===== config.mk =====
export PLATFORM = sky130hd
export DESIGN_NAME = rxIrqCoalesce
export DESIGN_NICKNAME = d
export VERILOG_FILES = /design/src/rtl/rxIrqPkg.sv /design/src/rtl/rxIrqDatapath.sv /design/src/rtl/rxIrqCtrl.sv /design/src/rtl/rxIrqCoalesce.sv
export SDC_FILE = /design/constraint.sdc
export NUM_CORES = 1
export LEC_CHECK = 0
export ABC_CLOCK_PERIOD_IN_PS = 5700
export CORE_MARGIN = 2
export CORE_UTILIZATION = 45
export DETAILED_ROUTE_END_ITERATION = 7
export DONT_BUFFER_PORTS = 1
export GPL_TIMING_DRIVEN = 0
export HOLD_SLACK_MARGIN = 0.12
export PLACE_DENSITY = 0.64
export SYNTH_ARGS = -nofsm -noshare
export SYNTH_HDL_FRONTEND = slang
export SYNTH_SLANG_ARGS = --single-unit

===== constraint.sdc =====
create_clock -name clk -period 5.7 [get_ports clk]
set_clock_uncertainty 0.15 [all_clocks]
set_input_delay 0.57 -clock clk [delete_from_list [all_inputs] [get_ports clk]]
set_output_delay 0.57 -clock clk [all_outputs]
set_load 0.05 [all_outputs]

===== src/rtl/rxIrqPkg.sv =====
package rxIrqPkg;
  localparam logic [2:0] ADDR_CTRL  = 3'd0;
  localparam logic [2:0] ADDR_FRAME = 3'd1;
  localparam logic [2:0] ADDR_BYTE  = 3'd2;
  localparam logic [2:0] ADDR_TIME  = 3'd3;
  localparam logic [2:0] ADDR_CLEAR = 3'd4;

  // condition strobes from datapath to control, unmasked
  typedef struct packed {
    logic timeHit;
    logic byteHit;
    logic frameHit;
  } hitT;
endpackage


===== src/rtl/rxIrqDatapath.sv =====
module rxIrqDatapath
  import rxIrqPkg::*;
#(
  parameter int FRAME_W = 8,
  parameter int BYTE_W  = 16,
  parameter int LEN_W   = 11,
  parameter int TIME_W  = 16
) (
  input  logic               clk,
  input  logic               rstN,
  input  logic               enqValid,
  input  logic [LEN_W-1:0]   enqBytes,
  input  logic               deqValid,
  input  logic [LEN_W-1:0]   deqBytes,
  input  logic               usTick,
  input  logic [FRAME_W-1:0] frameThr,
  input  logic [BYTE_W-1:0]  byteThr,
  input  logic [TIME_W-1:0]  durThr,
  output hitT                hits,
  output logic [FRAME_W-1:0] frameCount,
  output logic [BYTE_W-1:0]  byteCount
);
  localparam logic [TIME_W-1:0] ELAPSED_MAX = {TIME_W{1'b1}};

  logic [FRAME_W-1:0] frameNext;
  logic [BYTE_W-1:0]  byteNext;
  logic [TIME_W-1:0]  elapsed;

  always_comb begin
    frameNext = frameCount + FRAME_W'(enqValid) - FRAME_W'(deqValid);
    byteNext  = byteCount
              + (enqValid ? BYTE_W'(enqBytes) : '0)
              - (deqValid ? BYTE_W'(deqBytes) : '0);
  end

  always_ff @(posedge clk) begin
    if (!rstN) begin
      frameCount <= '0;
      byteCount  <= '0;
      elapsed    <= '0;
    end else begin
      frameCount <= frameNext;
      byteCount  <= byteNext;
      if (frameNext == '0)
        elapsed <= '0;                       // queue drained: stop
      else if (frameCount == '0)
        elapsed <= '0;                       // first frame: rearm
      else if (usTick && elapsed != ELAPSED_MAX)
        elapsed <= elapsed + 1'b1;
    end
  end

  always_comb begin
    hits.frameHit = frameCount > frameThr;
    hits.byteHit  = byteCount > byteThr;
    hits.timeHit  = elapsed > durThr;
  end

  assert_timer_idle_R4: assert property (@(posedge clk) disable iff (!rstN)
    (frameCount == '0) |-> (elapsed == '0));

  assert_net_zero_R1: assert property (@(posedge clk) disable iff (!rstN)
    (enqValid && deqValid && enqBytes == deqBytes) |=> ($stable(frameCount) && $stable(byteCount)));
endmodule


===== src/rtl/rxIrqCtrl.sv =====
module rxIrqCtrl
  import rxIrqPkg::*;
#(
  parameter int               FRAME_W  = 8,
  parameter int               BYTE_W   = 16,
  parameter int               TIME_W   = 16,
  parameter logic [TIME_W-1:0] TIME_MAX = 16'hCFFF
) (
  input  logic               clk,
  input  logic               rstN,
  input  logic               cfgWrEn,
  input  logic [2:0]         cfgAddr,
  input  logic [15:0]        cfgWrData,
  input  hitT                hits,
  output logic [FRAME_W-1:0] frameThr,
  output logic [BYTE_W-1:0]  byteThr,
  output logic [TIME_W-1:0]  durThr,
  output logic               irqOut,
  output logic               irqStatus,
  output logic [2:0]         causeFlags
);
  logic [3:0] ctrlReg;   // [0] frame en, [1] byte en, [2] time en, [3] irq en
  logic [2:0] condNow, condPrev, rise;
  logic       clrNow;
  logic [TIME_W-1:0] durWrite;

  always_comb begin
    condNow  = {hits.timeHit, hits.byteHit, hits.frameHit} & ctrlReg[2:0];
    rise     = condNow & ~condPrev;
    clrNow   = cfgWrEn && (cfgAddr == ADDR_CLEAR) && cfgWrData[0];
    durWrite = (TIME_W'(cfgWrData) > TIME_MAX) ? TIME_MAX : TIME_W'(cfgWrData);
    irqOut   = irqStatus & ctrlReg[3];
  end

  always_ff @(posedge clk) begin
    if (!rstN) begin
      ctrlReg    <= '0;
      frameThr   <= '0;
      byteThr    <= '0;
      durThr     <= '0;
      condPrev   <= '0;
      causeFlags <= '0;
      irqStatus  <= 1'b0;
    end else begin
      if (cfgWrEn) begin
        unique case (cfgAddr)
          ADDR_CTRL:  ctrlReg  <= cfgWrData[3:0];
          ADDR_FRAME: frameThr <= FRAME_W'(cfgWrData);
          ADDR_BYTE:  byteThr  <= BYTE_W'(cfgWrData);
          ADDR_TIME:  durThr   <= durWrite;
          default: ;
        endcase
      end
      condPrev   <= condNow;
      causeFlags <= (clrNow ? 3'b000 : causeFlags) | rise;
      irqStatus  <= (clrNow ? 1'b0 : irqStatus) | (|rise);
    end
  end

  assert_dur_sat_R5: assert property (@(posedge clk) disable iff (!rstN)
    durThr <= TIME_MAX);

  assert_flag_implies_status_R7: assert property (@(posedge clk) disable iff (!rstN)
    (causeFlags != 3'b000) |-> irqStatus);

  assert_clear_R7: assert property (@(posedge clk) disable iff (!rstN)
    (clrNow && rise == 3'b000) |=> (!irqStatus && causeFlags == 3'b000));

  assert_sticky_R6: assert property (@(posedge clk) disable iff (!rstN)
    (irqStatus && !clrNow) |=> irqStatus);

  assert_irq_gate_R8: assert property (@(posedge clk) disable iff (!rstN)
    irqOut |-> irqStatus);
endmodule


===== src/rtl/rxIrqCoalesce.sv =====
module rxIrqCoalesce
  import rxIrqPkg::*;
#(
  parameter int               FRAME_W  = 8,
  parameter int               BYTE_W   = 16,
  parameter int               LEN_W    = 11,
  parameter int               TIME_W   = 16,
  parameter logic [TIME_W-1:0] TIME_MAX = 16'hCFFF
) (
  input  logic               clk,
  input  logic               rstN,
  input  logic               enqValid,
  input  logic [LEN_W-1:0]   enqBytes,
  input  logic               deqValid,
  input  logic [LEN_W-1:0]   deqBytes,
  input  logic               usTick,
  input  logic               cfgWrEn,
  input  logic [2:0]         cfgAddr,
  input  logic [15:0]        cfgWrData,
  output logic               irqOut,
  output logic               irqStatus,
  output logic [2:0]         causeFlags,
  output logic [FRAME_W-1:0] frameCount,
  output logic [BYTE_W-1:0]  byteCount
);
  hitT                hits;
  logic [FRAME_W-1:0] frameThr;
  logic [BYTE_W-1:0]  byteThr;
  logic [TIME_W-1:0]  durThr;

  rxIrqDatapath #(
    .FRAME_W(FRAME_W), .BYTE_W(BYTE_W), .LEN_W(LEN_W), .TIME_W(TIME_W)
  ) i_datapath (
    .clk(clk), .rstN(rstN),
    .enqValid(enqValid), .enqBytes(enqBytes),
    .deqValid(deqValid), .deqBytes(deqBytes),
    .usTick(usTick),
    .frameThr(frameThr), .byteThr(byteThr), .durThr(durThr),
    .hits(hits), .frameCount(frameCount), .byteCount(byteCount)
  );

  rxIrqCtrl #(
    .FRAME_W(FRAME_W), .BYTE_W(BYTE_W), .TIME_W(TIME_W), .TIME_MAX(TIME_MAX)
  ) i_ctrl (
    .clk(clk), .rstN(rstN),
    .cfgWrEn(cfgWrEn), .cfgAddr(cfgAddr), .cfgWrData(cfgWrData),
    .hits(hits),
    .frameThr(frameThr), .byteThr(byteThr), .durThr(durThr),
    .irqOut(irqOut), .irqStatus(irqStatus), .causeFlags(causeFlags)
  );
endmodule


# Yosys cells after proc, flatten, opt, wreduce, memory -nomap -nowiden

Cells that the tools add are included.
Widths: inputs -> output; s select.

Add/subtract/negate cells: 5
Magnitude comparators: 4
Equal/unequal tests: 5
Multiplexer cells: 5
Bitwise operators: 7
Reduce and logical (&&, ||, !) cells: 12

Operators by type and width:

| kind                  | number |
|---|---|
| $gt 16x16->1          | 2 |
| $mux 11               | 2 |
| $add 16x1->16 const B | 1 |
| $add 16x16->16        | 1 |
| $gt 16x16->1 const B  | 1 |
| $logic_not 8->1       | 2 |
| $mux 16               | 1 |
| $ne 16x16->1 const B  | 1 |
| $sub 16x16->16        | 1 |
| $add 8x1->8           | 1 |
| $gt 8x8->1            | 1 |
| $reduce_and 2->1      | 4 |
| $sub 8x1->8           | 1 |
| $and 3x3->3           | 2 |
| $eq 3x2->1 const B    | 2 |
| $reduce_or 3->1       | 2 |
| $eq 3x1->1 const B    | 1 |
| $eq 3x3->1 const B    | 1 |
| $logic_and 1x1->1     | 3 |
| $logic_not 3->1       | 1 |
| $mux 3                | 1 |
| $not 3->3             | 1 |
| $or 3x3->3            | 1 |
| $and 1x1->1           | 1 |
| 3 further kinds       | 3 |

Register bits: 91
Input bits: 47
Output and inout port bits: 29
Word-level logic and storage cells: 48

# Longest topological paths before layout

Depth after elaboration: 5
Mapped depth: 13
Mapped depth without buffers: 12

# Modules after synthesis

A second synthesis with hierarchy kept.

Cells, all modules: 688
Area total of the unflattened synthesis: 5923.2 um^2

By module, submodules not included:

| module        | instances | cells an instance | area each (um^2) | seq. area each (um^2) |
|---|---|---|---|---|
| rxIrqDatapath | 1         | 487               | 3880.0           | 800.8 |
| rxIrqCtrl     | 1         | 201               | 2043.2           | 1021.0 |

# Worst setup path after synthesis

Ideal clock, no wire load.

Kind: input port to flip-flop
Start point: in enqValid
End point: reg i_datapath.byteCount[15]
Setup time: 70 ps
Arrival: 3105 ps
Data required time: 5480 ps
Slack: 2374 ps
Stages on the path: 12
Path buffers: 2
Cells stage by stage: clkbuf_1 nand2_1 fa_1 inv_1 ha_1 clkbuf_1 a211oi_1 o21ai_0 o221ai_1 a2111oi_0 or3_1 a21oi_1

Word-level cells in the longest chain between the ends: 3

RTL lines:

| what                   | line                | source |
|---|---|---|
| start: declaration     | rxIrqCoalesce.sv:12 | `input logic enqValid,` |
| $mux 11                | rxIrqDatapath.sv:32 | `+ (enqValid ? BYTE_W'(enqBytes) : '0)` |
| $add 16x16->16         | rxIrqDatapath.sv:32 |  |
| $sub 16x16->16         | rxIrqDatapath.sv:33 | `- (deqValid ? BYTE_W'(deqBytes) : '0);` |
| end signal: assignment | rxIrqDatapath.sv:43 | `byteCount <= byteNext;` |
| end: declaration       | rxIrqDatapath.sv:21 | `output logic [BYTE_W-1:0] byteCount` |

No other way between the ends.
A chain may end at the register's enable or synchronous reset.

# Worst setup path after layout

Start point: reg i_datapath.frameCount[0]
End point: reg i_datapath.elapsed[14]

Word-level cells in the longest chain between the ends: 4
Elaborated cells between the ends (all ways): 5
Those cells by class: 2 x add/sub; 3 x reduce/logical

RTL lines:

| what                        | line                | source |
|---|---|---|
| start: declaration          | rxIrqDatapath.sv:20 | `output logic [FRAME_W-1:0] frameCount,` |
| start signal: assignment    | rxIrqDatapath.sv:42 | `frameCount <= frameNext;` |
| $add 8x1->8                 | rxIrqDatapath.sv:30 | `frameNext = frameCount + FRAME_W'(enqValid) - FRAME_W'(deqValid);` |
| $sub 8x1->8                 | rxIrqDatapath.sv:30 |  |
| $logic_not 8->1             | rxIrqDatapath.sv:44 | `if (frameNext == '0)` |
| $reduce_or 3->1 (no line) * | -                   |  |
| end signal: assignment      | rxIrqDatapath.sv:49 | `elapsed <= elapsed + 1'b1;` |
| end: declaration            | rxIrqDatapath.sv:27 | `logic [TIME_W-1:0] elapsed;` |

Every way passes the cells marked *; elsewhere a longest branch is shown, timed or not.

==> flow_summary.json <==
{
  "status": "finished, final reports clean",
  "syn_area_mm2": 0.00573,
  "port_buffers": 0,
  "fmax_mhz": 276,
  "crit_chain": "inv_1 -> ha_1 -> inv_1 -> ha_1 -> inv_1 -> fa_1 -> nor2b_1 -> o221ai_1 -> mux2i_1 -> nand4_1 -> o41ai_4 -> buf_6 -> nor2_1",
  "wl_per_cell_um": 15.6,
  "grt_pass1_wl_um": 22600,
  "initial_core_util": 0.458,
  "setup_tns_ns": 0,
  "hold_buffers": 0,
  "async_flop_share": 0,
  "coreArea_mm2": 0.0125,
  "final_antenna_net_count": 0,
  "max-clock-path-buffers": 2,
  "crit_path_end_kind": "flip-flop",
  "fp.dieW_um": 117,
  "numCtsBuffers": 9,
  "grt_usage": 0.211,
  "placed_area_mm2": 0.00594,
  "cpPeakStageDelay_ns": 0.64,
  "dpl.hpwl_um": 11100,
  "final_common_cell": "inv_1",
  "yosys_warnings": 0,
  "root_buffer": "clkbuf_16",
  "antenna_found_initial": 0,
  "swShare": 0.449,
  "setup_viol": 0,
  "gr-total-overflow": 0,
  "ys_seq_area_frac": 0.318,
  "clock-sinks": 91,
  "start_kind": "flip-flop",
  "post_cts_buffers": 0,
  "cts_max_level": 3,
  "crit_arrival_ns": 3.71,
  "ios": 76,
  "power.internal_mw": 1.64,
  "vdd_drop_max_mv": 0.272,
  "min_period_over_period": 0.636,
  "synth_edf_count": 0,
  "place_worst_setup_slack_ns": 1.91,
  "die-area_mm2": 0.0136,
  "tritoncts": "yes",
  "cts-resized-gates": 0,
  "nets": 839,
  "leakagePower_nw": 2.53,
  "synth_nets": 828,
  "path_max_fanout": 10,
  "power.density_cell_area_mw_per_mm2": 478,
  "ys_ff_latch": 91,
  "drv_slew": 0,
  "gp_congestion": 0.869,
  "max_cap_violations": 0,
  "whs_ns": 0.211,
  "synthCells": 701,
  "layout_min_cycle_time_ns": 3.62,
  "diodes": 0,
  "route.detailed.drc": 0,
  "final_cell_mix": "99 x inv_1, 91 x dfxtp_1, 75 x nor2_1",
  "ys.flop_type": "dfxtp_1",
  "p_comb_frac": 0.441,
  "fp-row-count": 41,
  "clkPwrFrac": 0.206,
  "num_vias": 4769,
  "max_slew.worst_pin.slew_ns": 0.763,
  "via_per_inst": 5.36,
  "ys_types": 55,
  "crit_type": "reg -> reg",
  "syn_avg_cell_area_um2": 8.17,
  "final_layout_size_suffix_gt1_frac": 0.0474,
  "cpMostUsedCell": "inv_1",
  "area_delta_synth_final_pct": 9.11,
  "holdCritPathClass": "in -> reg",
  "grt_pass1_vias": 4635,
  "postRouteWirelength_um": 13800,
  "grt_start_max_net_pins": 15,
  "relSlewSlack": 0.490,
  "worst_ep_required_time_ns": 5.78,
  "die_y_um": 117,
  "slowest_stage": "dfxtp_1",
  "clk_pin_slew_worst_paths_ns": 0.07,
  "finalHoldViolations": 0,
  "first_pass_iters": 4,
  "postLayoutCellArea_mm2": 0.00625,
  "grt_setup_unrepaired": "no",
  "setup_slack_ns": 2.08,
  "drt_iter0_drc": 231,
  "insertion_delay_ns": 0.34,
  "pwr-share-seq": 0.353,
  "netSwitchingPower_mw": 1.34
}
cell type report:
class / count / area [um2]
Fill cell: 1245 / 6270
Tap cell: 172 / 215
Inverter: 100 / 375
Sequential cell: 91 / 1820
Clock buffer: 13 / 260
Multi-Input combinational cell: 488 / 3440
Buffer: 22 / 91.3
Clock inverter: 3 / 46.3
synth_stat cells (5+ instances only):
library cell | number | area share
clkbuf_1 | 20 | 0.013
o21ai_0 | 17 | 0.015
o211ai_1 | 5 | 0.0066
inv_1 | 99 | 0.065
and2_1 | 19 | 0.021
mux2i_1 | 8 | 0.014
a31oi_1 | 5 | 0.0055
and3_1 | 5 | 0.0055
nand3_1 | 13 | 0.011
xor2_1 | 8 | 0.012
xnor2_1 | 17 | 0.026
nor2b_1 | 5 | 0.0055
nand4_1 | 18 | 0.020
nand2_1 | 73 | 0.048
ha_1 | 68 | 0.15
a211oi_1 | 6 | 0.0079
nor3_1 | 10 | 0.0087
dfxtp_1 | 91 | 0.32
o221a_2 | 12 | 0.024
fa_1 | 12 | 0.042
nand2b_1 | 6 | 0.0066
a21oi_1 | 55 | 0.048
nor2_1 | 75 | 0.049
worst max-delay path, delay by kind of cell, from the launching register on:
kind / cells / cell delay, ns
adders and majority gates: 3 / 0.89
AOI/OAI and AO/OA: 2 / 0.68
buffers and inverters: 4 / 0.53
muxes: 1 / 0.23
and+or+nand+nor: 3 / 0.38
DFF: 1 / 0.64
sequential cells by signal (all words and copies together) (netlist names):
signal / count
i_ctrl.durThr: 16
i_ctrl.condPrev: 3
i_ctrl.irqStatus: 1
i_datapath.frameCount: 8
i_ctrl.ctrlReg: 4
i_datapath.byteCount: 16
i_datapath.elapsed: 16
i_ctrl.frameThr: 8
i_ctrl.causeFlags: 3
i_ctrl.byteThr: 16
routing by layer:
metal | GRT usage | share of wire | vias to the layer above
met3 | 0.0587 | 0.070 | 16
met2 | 0.359 | 0.48 | 94
li1 | - | - | 2416
met5 | 0 | 0 | -
met4 | 0.0580 | 0.015 | 0
met1 | 0.263 | 0.44 | 2243
logic make-up (layout without fill, tap and decap cells):
| family | after synthesis | in the layout | synth area share |
|---|---|---|---|
| xor gates and xnor gates | 25 | 25 | 0.0382 |
| muxes | 8 | 8 | 0.0140 |
| and+or+nand+nor | 244 | 244 | 0.202 |
| DFF | 91 | 91 | 0.318 |
| buffers and inverters | 122 | 138 | 0.0815 |
| adders and majority gates | 80 | 80 | 0.190 |
| AOI/OAI and AO/OA | 131 | 131 | 0.156 |
final timing paths:
kind	to	slack, ns	from	depth (start not counted)
max	i_datapath.elapsed[14]	2.08	i_datapath.frameCount[0]	13
max reg2reg	i_datapath.elapsed[14]	2.08	i_datapath.frameCount[0]	13
min	i_ctrl.byteThr[5]	0.21	cfgWrData[5]	2
min reg2reg	i_ctrl.condPrev[0]	0.30	i_ctrl.ctrlReg[0]	2
power by group through the flow:
| stage | Clock [mW] | Combinational [mW] | Sequential, mW |
|---|---|---|---|
| after floorplan | 0 | 1.06 | 1.03 |
| after global placement | 0 | 1.25 | 1.07 |
| after detailed placement | 0 | 1.31 | 1.07 |
| after CTS | 0.626 | 1.32 | 1.06 |
| after global routing | 0.656 | 1.52 | 1.07 |
| final | 0.615 | 1.32 | 1.05 |
per-stage QoR:
stage | util | total power [mW] | cells
floorplan | - | 2.10 | 701
global placement | 0.475 | 2.33 | 873
detailed placement | 0.475 | 2.38 | 873
CTS | 0.499 | 3.00 | 889
global route | 0.499 | 3.25 | 889
finish | 0.499 | 2.99 | 889
No activity file was read; power rests on OpenSTA's default activity.
